[config.mk]
export PLATFORM = sky130hd
export DESIGN_NAME = mct_row_ctrl
export DESIGN_NICKNAME = d
export VERILOG_FILES = /design/src/rtl/mct_pkg.sv /design/src/rtl/mct_timer.sv /design/src/rtl/mct_row_counter.sv /design/src/rtl/mct_seq.sv /design/src/rtl/mct_row_ctrl.sv
export SDC_FILE = /design/constraint.sdc
export NUM_CORES = 1
export LEC_CHECK = 0
export BUFFER_PORTS_ARGS = -buffer_cell sky130_fd_sc_hd__buf_2
export CORE_MARGIN = 2
export CORE_UTILIZATION = 30
export DETAILED_ROUTE_END_ITERATION = 10
export SYNTH_ARGS = -nofsm -noshare
export SYNTH_HDL_FRONTEND = slang
export SYNTH_HIERARCHICAL = 1
export SYNTH_SLANG_ARGS = --single-unit
export TNS_END_PERCENT = 5
[constraint.sdc]
create_clock -name clk -period 3.8 [get_ports clk]
set_clock_uncertainty 0.2 [all_clocks]
set_input_delay 0.57 -clock clk [delete_from_list [all_inputs] [get_ports clk]]
set_output_delay 0.57 -clock clk [all_outputs]
set_load 0.03 [all_outputs]
[src/rtl/mct_pkg.sv]
package mct_pkg;

  typedef enum logic [3:0] {
    ST_IDLE,
    ST_ARM,
    ST_PRE_TX,
    ST_PRE_GAP,
    ST_SEL_GAP,
    ST_TX,
    ST_GAP1,
    ST_PSIG,
    ST_GAP2,
    ST_RST,
    ST_GAP3,
    ST_PRST,
    ST_KICK,
    ST_WAIT,
    ST_ROW_GAP,
    ST_DONE
  } phase_t;

endpackage

[src/rtl/mct_timer.sv]
module mct_timer #(
  parameter int TW = 8
) (
  input  logic          clk,
  input  logic          rst_n,
  input  logic          load,
  input  logic [TW-1:0] load_val,
  output logic          expired
);

  logic [TW-1:0] cnt_q;

  always_ff @(posedge clk) begin
    if (!rst_n)              cnt_q <= '0;
    else if (load)           cnt_q <= load_val;
    else if (cnt_q != '0)    cnt_q <= cnt_q - 1'b1;
  end

  assign expired = (cnt_q == '0);

endmodule

[src/rtl/mct_row_counter.sv]
module mct_row_counter #(
  parameter int ROWS = 3000,
  localparam int RW = (ROWS > 1) ? $clog2(ROWS) : 1
) (
  input  logic          clk,
  input  logic          rst_n,
  input  logic          clr,
  input  logic          inc,
  output logic [RW-1:0] row,
  output logic          last
);

  localparam logic [RW-1:0] LAST_ROW = RW'(ROWS - 1);

  always_ff @(posedge clk) begin
    if (!rst_n)    row <= '0;
    else if (clr)  row <= '0;
    else if (inc)  row <= row + 1'b1;
  end

  assign last = (row == LAST_ROW);

  a_r2_row_bound: assert property (@(posedge clk) disable iff (!rst_n)
    row <= LAST_ROW);

endmodule

[src/rtl/mct_seq.sv]
module mct_seq
  import mct_pkg::*;
#(
  parameter int TW = 8
) (
  input  logic          clk,
  input  logic          rst_n,
  input  logic          start,
  input  logic [1:0]    n_cfg,
  input  logic [TW-1:0] pw,
  input  logic [TW-1:0] gw,
  input  logic [TW-1:0] iw,
  input  logic          t_done,
  input  logic          col_done,
  input  logic          row_last,
  output logic          t_load,
  output logic [TW-1:0] t_val,
  output logic          cfg_cap,
  output logic          row_clr,
  output logic          row_inc,
  output logic          row_sel,
  output logic          xfer_gate,
  output logic          sig_sample,
  output logic          pix_reset,
  output logic          rst_sample,
  output logic          col_start,
  output logic          frame_done
);

  phase_t     state_q, state_d;
  logic [1:0] pre_q;
  logic       pre_inc, pre_clr;

  logic [TW-1:0] pw_m1, gw_m1, iw_m1;
  assign pw_m1 = pw - 1'b1;
  assign gw_m1 = gw - 1'b1;
  assign iw_m1 = iw - 1'b1;

  always_comb begin
    state_d = state_q;
    t_load  = 1'b0;
    t_val   = '0;
    cfg_cap = 1'b0;
    row_clr = 1'b0;
    row_inc = 1'b0;
    pre_inc = 1'b0;
    pre_clr = 1'b0;
    unique case (state_q)
      ST_IDLE: if (start) begin
        state_d = ST_ARM; cfg_cap = 1'b1; row_clr = 1'b1; pre_clr = 1'b1;
        t_load = 1'b1;
      end
      ST_ARM: begin
        t_load = 1'b1;
        if (n_cfg > 2'd1) begin state_d = ST_PRE_TX;  t_val = pw_m1; end
        else              begin state_d = ST_SEL_GAP; t_val = gw_m1; end
      end
      ST_PRE_TX: if (t_done) begin
        state_d = ST_PRE_GAP; t_load = 1'b1; t_val = iw_m1; pre_inc = 1'b1;
      end
      ST_PRE_GAP: if (t_done) begin
        t_load = 1'b1;
        if (pre_q == n_cfg - 2'd1) begin state_d = ST_SEL_GAP; t_val = gw_m1; end
        else                       begin state_d = ST_PRE_TX;  t_val = pw_m1; end
      end
      ST_SEL_GAP: if (t_done) begin state_d = ST_TX;   t_load = 1'b1; t_val = pw_m1; end
      ST_TX:      if (t_done) begin state_d = ST_GAP1; t_load = 1'b1; t_val = gw_m1; end
      ST_GAP1:    if (t_done) begin state_d = ST_PSIG; t_load = 1'b1; t_val = pw_m1; end
      ST_PSIG:    if (t_done) begin state_d = ST_GAP2; t_load = 1'b1; t_val = gw_m1; end
      ST_GAP2:    if (t_done) begin state_d = ST_RST;  t_load = 1'b1; t_val = pw_m1; end
      ST_RST:     if (t_done) begin state_d = ST_GAP3; t_load = 1'b1; t_val = gw_m1; end
      ST_GAP3:    if (t_done) begin state_d = ST_PRST; t_load = 1'b1; t_val = pw_m1; end
      ST_PRST:    if (t_done) begin state_d = ST_KICK; t_load = 1'b1; end
      ST_KICK, ST_WAIT: begin
        if (col_done) begin
          t_load = 1'b1;
          if (row_last) state_d = ST_DONE;
          else begin state_d = ST_ROW_GAP; t_val = gw_m1; row_inc = 1'b1; end
        end else begin
          state_d = ST_WAIT;
        end
      end
      ST_ROW_GAP: if (t_done) begin
        t_load = 1'b1; pre_clr = 1'b1;
        if (n_cfg > 2'd1) begin state_d = ST_PRE_TX;  t_val = pw_m1; end
        else              begin state_d = ST_SEL_GAP; t_val = gw_m1; end
      end
      ST_DONE: state_d = ST_IDLE;
      default: state_d = ST_IDLE;
    endcase
  end

  always_ff @(posedge clk) begin
    if (!rst_n) begin
      state_q <= ST_IDLE;
      pre_q   <= '0;
    end else begin
      state_q <= state_d;
      if (pre_clr)      pre_q <= '0;
      else if (pre_inc) pre_q <= pre_q + 1'b1;
    end
  end

  assign row_sel    = state_q inside {ST_SEL_GAP, ST_TX, ST_GAP1, ST_PSIG, ST_GAP2,
                                      ST_RST, ST_GAP3, ST_PRST, ST_KICK, ST_WAIT};
  assign xfer_gate  = (state_q == ST_PRE_TX) || (state_q == ST_TX);
  assign sig_sample = (state_q == ST_PSIG);
  assign pix_reset  = (state_q == ST_RST);
  assign rst_sample = (state_q == ST_PRST);
  assign col_start  = (state_q == ST_KICK);
  assign frame_done = (state_q == ST_DONE);

  logic [3:0] strb;
  assign strb = {xfer_gate, sig_sample, pix_reset, rst_sample};

  // never two strobes together
  a_r6_exclusive: assert property (@(posedge clk) disable iff (!rst_n)
    $onehot0(strb));

  // a strobe may not be followed directly by a different strobe
  a_r6_idle_between: assert property (@(posedge clk) disable iff (!rst_n)
    (|strb && |$past(strb)) |-> (strb == $past(strb)));

  // only the transfer gate may fire outside the select window
  a_r5_in_window: assert property (@(posedge clk) disable iff (!rst_n)
    (sig_sample || pix_reset || rst_sample || col_start) |-> row_sel);

  // start lasts one clock and follows the reset sample
  a_r8_start_pulse: assert property (@(posedge clk) disable iff (!rst_n)
    col_start |=> !col_start);
  a_r8_start_after_prst: assert property (@(posedge clk) disable iff (!rst_n)
    $fell(rst_sample) |-> col_start);

  // row held until the readout answers
  a_r8_hold: assert property (@(posedge clk) disable iff (!rst_n)
    (row_sel && !xfer_gate && !sig_sample && !pix_reset && !rst_sample
     && !col_start && !col_done && $past(col_start || !sig_sample)) |=> row_sel);

  // frame done is one clock with the row deselected
  a_r10_done_pulse: assert property (@(posedge clk) disable iff (!rst_n)
    frame_done |-> (!row_sel ##1 !frame_done));

endmodule

[src/rtl/mct_row_ctrl.sv]
module mct_row_ctrl
  import mct_pkg::*;
#(
  parameter int ROWS = 3000,
  parameter int TW   = 8,
  localparam int RW  = (ROWS > 1) ? $clog2(ROWS) : 1
) (
  input  logic          clk,
  input  logic          rst_n,
  input  logic          frame_start,
  input  logic [1:0]    xfer_count,
  input  logic [TW-1:0] pulse_len,
  input  logic [TW-1:0] strobe_gap,
  input  logic [TW-1:0] xfer_gap,
  input  logic          col_done,
  output logic [RW-1:0] row_idx,
  output logic          row_sel,
  output logic          xfer_gate,
  output logic          sig_sample,
  output logic          pix_reset,
  output logic          rst_sample,
  output logic          col_start,
  output logic          frame_done
);

  logic [1:0]    n_q;
  logic [TW-1:0] pw_q, gw_q, iw_q;
  logic          cfg_cap, t_load, t_done, row_clr, row_inc, row_last;
  logic [TW-1:0] t_val;

  always_ff @(posedge clk) begin
    if (!rst_n) begin
      n_q  <= 2'd1;
      pw_q <= TW'(1);
      gw_q <= TW'(1);
      iw_q <= TW'(1);
    end else if (cfg_cap) begin
      n_q  <= (xfer_count == 2'd0) ? 2'd1   : xfer_count;
      pw_q <= (pulse_len  == '0)   ? TW'(1) : pulse_len;
      gw_q <= (strobe_gap == '0)   ? TW'(1) : strobe_gap;
      iw_q <= (xfer_gap   == '0)   ? TW'(1) : xfer_gap;
    end
  end

  mct_timer #(.TW(TW)) u_timer (
    .clk      (clk),
    .rst_n    (rst_n),
    .load     (t_load),
    .load_val (t_val),
    .expired  (t_done)
  );

  mct_row_counter #(.ROWS(ROWS)) u_rows (
    .clk   (clk),
    .rst_n (rst_n),
    .clr   (row_clr),
    .inc   (row_inc),
    .row   (row_idx),
    .last  (row_last)
  );

  mct_seq #(.TW(TW)) u_seq (
    .clk        (clk),
    .rst_n      (rst_n),
    .start      (frame_start),
    .n_cfg      (n_q),
    .pw         (pw_q),
    .gw         (gw_q),
    .iw         (iw_q),
    .t_done     (t_done),
    .col_done   (col_done),
    .row_last   (row_last),
    .t_load     (t_load),
    .t_val      (t_val),
    .cfg_cap    (cfg_cap),
    .row_clr    (row_clr),
    .row_inc    (row_inc),
    .row_sel    (row_sel),
    .xfer_gate  (xfer_gate),
    .sig_sample (sig_sample),
    .pix_reset  (pix_reset),
    .rst_sample (rst_sample),
    .col_start  (col_start),
    .frame_done (frame_done)
  );

  // the row index does not move inside a select window
  a_r2_row_hold: assert property (@(posedge clk) disable iff (!rst_n)
    (row_sel && $past(row_sel)) |-> $stable(row_idx));

  // captured transfer count stays legal
  a_r12_count_legal: assert property (@(posedge clk) disable iff (!rst_n)
    (n_q != 2'd0));

endmodule

==> run summary, run 1 <==
The run finished with clean final reports. The total of buffers placed on input and output ports came out at 48. The area of the die is 0.0119 mm^2. The mapped cell area is 0.00331 mm^2.

The register area is 0.00104 mm^2. The critical setup path kind is reg2reg. The worst hold margin came out at 0.311 ns. The core area is 0.0108 mm^2. The final number of max-transition violations was 0.

The per-cell via count in the routed design is 5.01. Setup violations remaining at the end of the flow were counted as 0. The area used by multi-input combinational logic came out at 0.00209 mm^2. The post-synthesis register bit count came out at 52. The signal on the critical path passes through ha_1 > or4b_1 > nor4_1 > nor3b_1 > buf_4 > a21o_1 > nor2_2 > o221ai_1 > o21ai_0 > a311oi_2.

The tree is rooted in a sky130_fd_sc_hd__clkbuf_8. STA classifies the critical path startpoint as a register. The clock period minus final worst setup slack came out at 2.93 ns. In this run the most critical hold path is launched from u_rows/row[11]. The first global-routing pass estimated 12.7 mm of wire. The number of setup buffers added after CTS is 0. The worst-margin pin slew came out at 0.648 ns. The library cell used most frequently in the layout, excluding fill and tap cells, is sky130_fd_sc_hd__dfxtp_1. The proportion of synthesized flip-flops having asynchronous set or reset is 0%.

The power density over the cells is 625 mW/mm^2. The number of sinks on the clock net came out at 52. The achievable frequency is 0.341 GHz. The TritonCTS clock tree is done. Leaving out fill and tap cells, the most frequent cells in the layout are sky130_fd_sc_hd__dfxtp_1 (52), sky130_fd_sc_hd__buf_2 (48), sky130_fd_sc_hd__nand2_1 (32). The H-tree level count is 2. The wire length after detailed routing came out at 7.34 mm. The CTS clock-pin slew for the worst setup and hold paths is 0.10 ns. Setup repair after global routing left no endpoint under its margin. The clock tree buffer depth came out at 2. Global routing used 13.2% of the available tracks across all layers. The DRC violation count after routing is 0. For the final routed database, the setup TNS stands at 0 ns.

The endpoint of the worst hold path is u_rows/row[11]. The total via count in the routed design is 2834. In this run the remaining antenna-violating nets after routing total 0. The number of cells produced by synthesis is 386. The final clock period utilization by the worst path is 77.2%.

In this run the static leakage power is 0.00148 uW. The horizontal die dimension is 109 um. The routed length per placed instance is 13.0 um. Sequential elements use 31.4% of the synthesized area. The worst setup path is captured at a register. The count of fill cells added during filler insertion is 1132. The placer's final routability congestion estimate is 0.867. The worst-case reg-to-reg path depth came out at 10. For this run the aggregate overflow at the end of global routing stands at 0.

The detailed-placement wirelength estimate is 5.54 mm. The total of warnings raised by yosys came out at 6. The required time of the critical path is 3.79 ns. The count of boundary I/O pins is 49. On the worst path, the slowest cell contributes a delay of 0.46 ns. The number of search-and-repair iterations in the first detailed-routing pass is 4. The critical path arrival came out at 2.92 ns.

In this run the worst path has a maximum fanout of 7. The number of distinct standard cells referenced by the synthesized netlist is 57. The via count of the first global-routing pass was 2698.

The detailed router finished its first iteration with 139 violations. The floorplan die height came out at 109 um. The number of antenna repair diodes came out at 0. The worst register-to-register path ends at u_timer/cnt_q[1]. The ratio of cells with drive above 1 in the final layout is 17.1%. The post-layout net count came out at 466. The clock latency on the worst-skew pair is 0.31 ns. The total clock buffers created by CTS came out at 5.

The number of nets produced by synthesis is 427. The mean instance size in the synthesized netlist is 8.59 um^2. The number of antenna violations at the first check in global routing came out at 0. The number of standard-cell rows in the floorplan is 38. The number of cells upsized or downsized after cts is 0.

The tightest min-delay check is of the reg2reg type. The tool flagged a number of max-cap violations equal to 0. The maximum VDD drop came out at 319 uV. The starting density of the core came out at 30.7%.

The count of cells along the worst hold path is 2. The pin count of the biggest net entering global routing is 44. The relative slew slack came out at 56.8%. The post-synthesis to final-layout area growth is 12.8%. Among all flip-flop cells after synthesis, the most frequent one is sky130_fd_sc_hd__dfxtp_1. The number of enable-type register cells in the synthesized netlist is 0. The number of endpoints with negative hold slack in the final report is 0. The startpoint identified for the worst register-to-register timing path is u_rows/row[0]. The count of hold buffers inserted by post-cts repair came out at 0. The cell with the biggest individual delay on the critical path is sky130_fd_sc_hd__dfxtp_1.

Setup slack on the worst reg-to-reg path comes out at 0.87 ns.
==> worst max path at each step <==
stage                              from               end  slack [ns]
after floorplan           u_rows/row[0]    u_rows/row[10]        0.93
after global placement    u_rows/row[0]  u_timer/cnt_q[1]        1.01
after detailed placement  u_rows/row[0]  u_timer/cnt_q[1]        0.90
after CTS                 u_rows/row[0]  u_timer/cnt_q[1]        0.88
after global routing      u_rows/row[0]  u_timer/cnt_q[1]        0.70
final                     u_rows/row[0]  u_timer/cnt_q[1]        0.87
==> cell type report <==
type / instances / area share, %
clock inverter: 3 / 1.14
multi-input combinational: 299 / 55.8
sequential: 52 / 27.9
inverter: 16 / 1.61
timing repair buffer: 51 / 7.03
tap: 140 / 4.69
clock buffer: 5 / 1.84
==> metrics by stage <==
stage          utilization, %  power, uW  std cells  instance area, um^2  setup slack [ns]
2_1_floorplan               -       1760        386                 3310             0.932
3_3_place_gp             33.6       1940        558                 3630              1.01
3_5_place_dp             33.6       1950        558                 3630             0.898
4_1_cts                  34.6       2350        566                 3740             0.877
5_1_grt                  34.6       2520        566                 3740             0.704
6_report                 34.6       2330        566                 3740             0.865
==> worst max-delay path, delay by kind of cell, from the launching register on <==
family                   cells  cell delay [ns]
flip-flops                   1             0.46
adder cells (fa/ha/maj)      1             0.21
AND/OR/NAND/NOR              4             1.16
AO/OA/AOI/OAI                4             0.58
buffers and inverters        1             0.19
==> per-layer routing <==
metal	vias to the layer above	share of wire, %	GRT usage, %
li1	1448	-	-
met1	1316	49	17.8
met2	61	45	21.2
met3	9	4.6	2.33
met4	0	1.5	4.40
met5	-	0	0
==> synthesized netlist by cell type, drive strengths merged, types with 6 or more instances <==
master	instances	area share, %
and3	6	1.1
xnor2	16	4.2
nand2	32	3.6
o21ai	19	2.9
buf	15	3.4
o221ai	8	2.3
nand2b	6	1.1
a21boi	7	1.6
dfxtp	52	31
nor3	13	2.1
inv	16	1.8
nor2	20	2.3
o31ai	8	1.8
xor2	13	3.4
nor2b	27	5.3
a21oi	15	2.3
nor4	8	2.0
nand3	12	1.8
ha	11	4.2
mux2i	26	7.9
==> registers in the layout, indices dropped and copies added, names as in the netlist <==
name / cells
u_rows/row: 12
gw_q: 8
iw_q: 8
pw_q: 8
u_timer/cnt_q: 8
u_seq/state_q: 4
n_q: 2
u_seq/pre_q: 2
==> kinds of logic (layout without fill, tap and decap cells) <==
| group | count (synthesis) | after routing | share of synthesized area (%) |
|---|---|---|---|
| AND/OR/NAND/NOR | 158 | 158 | 28.0 |
| multiplexers | 26 | 26 | 7.85 |
| buffers and inverters | 35 | 75 | 5.62 |
| adder cells (fa/ha/maj) | 11 | 11 | 4.15 |
| AO/OA/AOI/OAI | 75 | 75 | 15.3 |
| XOR/XNOR | 29 | 29 | 7.66 |
| flip-flops | 52 | 52 | 31.4 |
==> power breakdown <==
part / total, uW / switching (uW) / internal [uW]
combinational: 1150 / 653 / 497
sequential: 794 / 140 / 654
clock: 390 / 195 / 195
(Power assumes the default switching activity.)
==> inputs of run 2 (changes only) <==
==> constraint.sdc (replaced) <==
create_clock -name clk -period 3.01 [get_ports clk]
set_clock_uncertainty 0.2 [all_clocks]
set_input_delay 0.4515 -clock clk [delete_from_list [all_inputs] [get_ports clk]]
set_output_delay 0.4515 -clock clk [all_outputs]
set_load 0.03 [all_outputs]
==> run 2 against run 1 <==
First-iteration DRC count rose by 6.5%. Core utilization rose by 0.32 points. Clock power rose by 11%. Worst setup slack got worse by 0.54 ns. Critical endpoint unchanged. Largest power group unchanged.
==> run summary, run 2 (same netlist as run 1, synthesis figures left out) <==
Result of the run: complete, no violations (unchanged). The DRC violation count after routing is 0 (unchanged). Cells along the critical path: ha_1 > or4b_1 > nor4_1 > nor3b_2 > a21o_1 > nor2_2 > o221ai_1 > o21ai_0 > a311oi_2 (was ha_1 > or4b_1 > nor4_1 > nor3b_1 > buf_4 > a21o_1 > nor2_2 > o221ai_1 > o21ai_0 > a311oi_2). The worst-margin pin slew came to 0.541 ns (was 0.648 ns). The number of standard-cell rows in the floorplan came out at 38 (unchanged). The critical path arrival is 2.68 ns (was 2.92 ns). The maximum VDD drop came out at 247 uV (was 319 uV).

The detailed-placement wirelength estimate is 5.72 mm (was 5.54 mm). The critical setup path kind is reg2reg (unchanged). The pin count of the biggest net entering global routing is 32 (was 44). The placer's final routability congestion estimate came out at 0.830 (was 0.867). The leakage power total is 0.00151 uW (was 0.00148 uW).

The top register by number of flip-flops was u_rows/row (unchanged). The H-tree level count came to 2 (unchanged). The first-pass GRT wire length is 12.8 mm (was 12.7 mm). The total congestion overflow came out at 0 (unchanged). The power density over the cells was 772 mW/mm^2 (was 625 mW/mm^2). The most common cell after layout, fill and taps aside is sky130_fd_sc_hd__dfxtp_1 (unchanged). The number of DRC markers in iteration 0 came out at 148 (was 139).

The post-layout net count is 472 (was 466). The achievable frequency came out at 0.372 GHz (was 0.341 GHz). The routed length per placed instance came out at 13.0 um (about the same).

The ratio of cells with drive above 1 in the final layout was 18.3% (was 17.1%). The max-capacitance violation count is 0 (unchanged). The core area came to 0.0108 mm^2 (unchanged). The overall routing resource usage came out at 13.3% (was 13.2%).

The final-report setup violation count came out at 0 (unchanged). The cell chosen for the clock root is sky130_fd_sc_hd__clkbuf_8 (unchanged). Leading cell types in the layout, fill and taps excluded: sky130_fd_sc_hd__dfxtp_1 (52), sky130_fd_sc_hd__buf_2 (48), sky130_fd_sc_hd__nand2_1 (32) (unchanged). The worst hold margin is 0.212 ns (was 0.311 ns). Unrepaired setup endpoints after global routing: no (unchanged). The cell area after layout is 0.00377 mm^2 (was 0.00374 mm^2). The setup total negative slack is 0 ns (unchanged). The total via count in the routed design was 2845 (was 2834).

The relative slew slack was 63.9% (was 56.8%). The kind of capture point of the worst setup path was a register (unchanged). The via count of the first global-routing pass came to 2661 (was 2698). The longest individual stage delay on the worst path is 0.43 ns (was 0.46 ns). The area of the die is 0.0119 mm^2 (unchanged). The critical-path maximum fanout is 6 (was 7). The total clock buffers created by CTS came out at 5 (unchanged). The clock latency on the worst-skew pair came to 0.31 ns (about the same). The number of antenna repair diodes came out at 0 (unchanged). The flip-flop count of the largest register, all copies and words added is 12 (unchanged). The critical path launch point type is a register (unchanged). The number of search-and-repair iterations in the first detailed-routing pass came out at 4 (unchanged). The number of antenna violations at the first check in global routing came out at 0 (unchanged). The CTS clock-pin slew for the worst setup and hold paths is 0.09 ns (was 0.10 ns).

The wire length after detailed routing is 7.41 mm (was 7.34 mm). The starting density of the core is 30.7% (unchanged). The count of fill cells added during filler insertion came out at 1143 (was 1132). The count of boundary I/O pins came out at 49 (unchanged). The count of buffers added by post-CTS timing repair for setup is 0 (unchanged).

The required time of the critical path was 3.00 ns (was 3.79 ns). The per-cell via count in the routed design came out at 4.98 (was 5.01). The clock period minus final worst setup slack is 2.69 ns (was 2.93 ns).

The horizontal die dimension is 109 um (unchanged). The class of the worst hold path is in2reg (was reg2reg). The number of endpoints with negative hold slack in the final report is 0 (unchanged). The residual antenna-violating net count after detailed routing came out at 0 (unchanged). The floorplan die height came out at 109 um (unchanged). The post-synthesis to final-layout area growth is 13.8% (was 12.8%). The number of sinks on the clock net is 52 (unchanged). The clock tree buffer depth was 2 (unchanged). The TritonCTS clock tree was done (unchanged).

The final number of max-transition violations is 0 (unchanged). The final clock period utilization by the worst path came out at 89.4% (was 77.2%). The total of buffers placed on input and output ports came to 48 (unchanged). The cell with the biggest individual delay on the critical path is sky130_fd_sc_hd__or4b_1 (was sky130_fd_sc_hd__dfxtp_1). The total cell area at the placement stage came out at 0.00367 mm^2 (was 0.00363 mm^2).
-- run 2: cell count changes in the layout (fill, tap and decap cells not counted) --
| cell | delta |
|---|---|
| sky130_fd_sc_hd__buf_4 | +6 |
| sky130_fd_sc_hd__clkbuf_8 | +2 |
| sky130_fd_sc_hd__bufinv_16 | -1 |
| sky130_fd_sc_hd__clkinv_2 | -1 |
| sky130_fd_sc_hd__clkinvlp_4 | -1 |
| sky130_fd_sc_hd__nor3b_1 | -1 |
| sky130_fd_sc_hd__nor3b_2 | +1 |
-- run 2: final cells by class --
cell class	count	area, um^2	area share [%]
timing repair buffer	57	308	8.16
tap	140	175	4.64
inverter	16	60.1	1.59
multi-input combinational	299	2090	55.5
sequential	52	1040	27.6
clock buffer	7	96.3	2.55
-- run 2: repair_timing --
item	4_1_cts	5_1_grt
hold buffers	0	0
resized for setup	0	1
endpoints found under the setup margin	0	1
-- run 2: final timing paths --
| check | start | depth (start not counted) | slack (ns) | end |
|---|---|---|---|---|
| max | u_rows/row[1] | 9 | 0.32 | u_timer/cnt_q[1] |
| min | xfer_count[1] | 3 | 0.21 | n_q[1] |
| max reg2reg | u_rows/row[1] | 9 | 0.32 | u_timer/cnt_q[1] |
| min reg2reg | u_rows/row[11] | 2 | 0.31 | u_rows/row[11] |
-- run 2: power by group --
part           switching, uW  internal, uW
clock                    228           205
sequential               172           826
combinational            831           651
total                   1230          1680
-- run 2: through the flow --
stage          util, %  setup WS, ns  cells  power, uW
2_1_floorplan        -         0.142    386       2220
3_3_place_gp      34.0         0.376    564       2470
3_5_place_dp      34.0         0.260    564       2490
4_1_cts           34.9         0.228    571       2930
5_1_grt           35.0         0.107    571       3170
6_report          35.0         0.320    571       2910
-- run 2: layer usage --
layer	up-vias	routed length, um	track usage (%)
met4	0	124	4.67
met3	8	322	2.09
li1	1465	-	-
met2	64	3410	21.0
met1	1308	3550	18.4
met5	-	0	0
-- run 2: worst max-delay path: cells and delay by family, from the launching register on --
family                   cells  cell delay (ns)
AO/OA/AOI/OAI                4             0.62
adder cells (fa/ha/maj)      1             0.18
flip-flops                   1             0.35
AND/OR/NAND/NOR              4             1.23
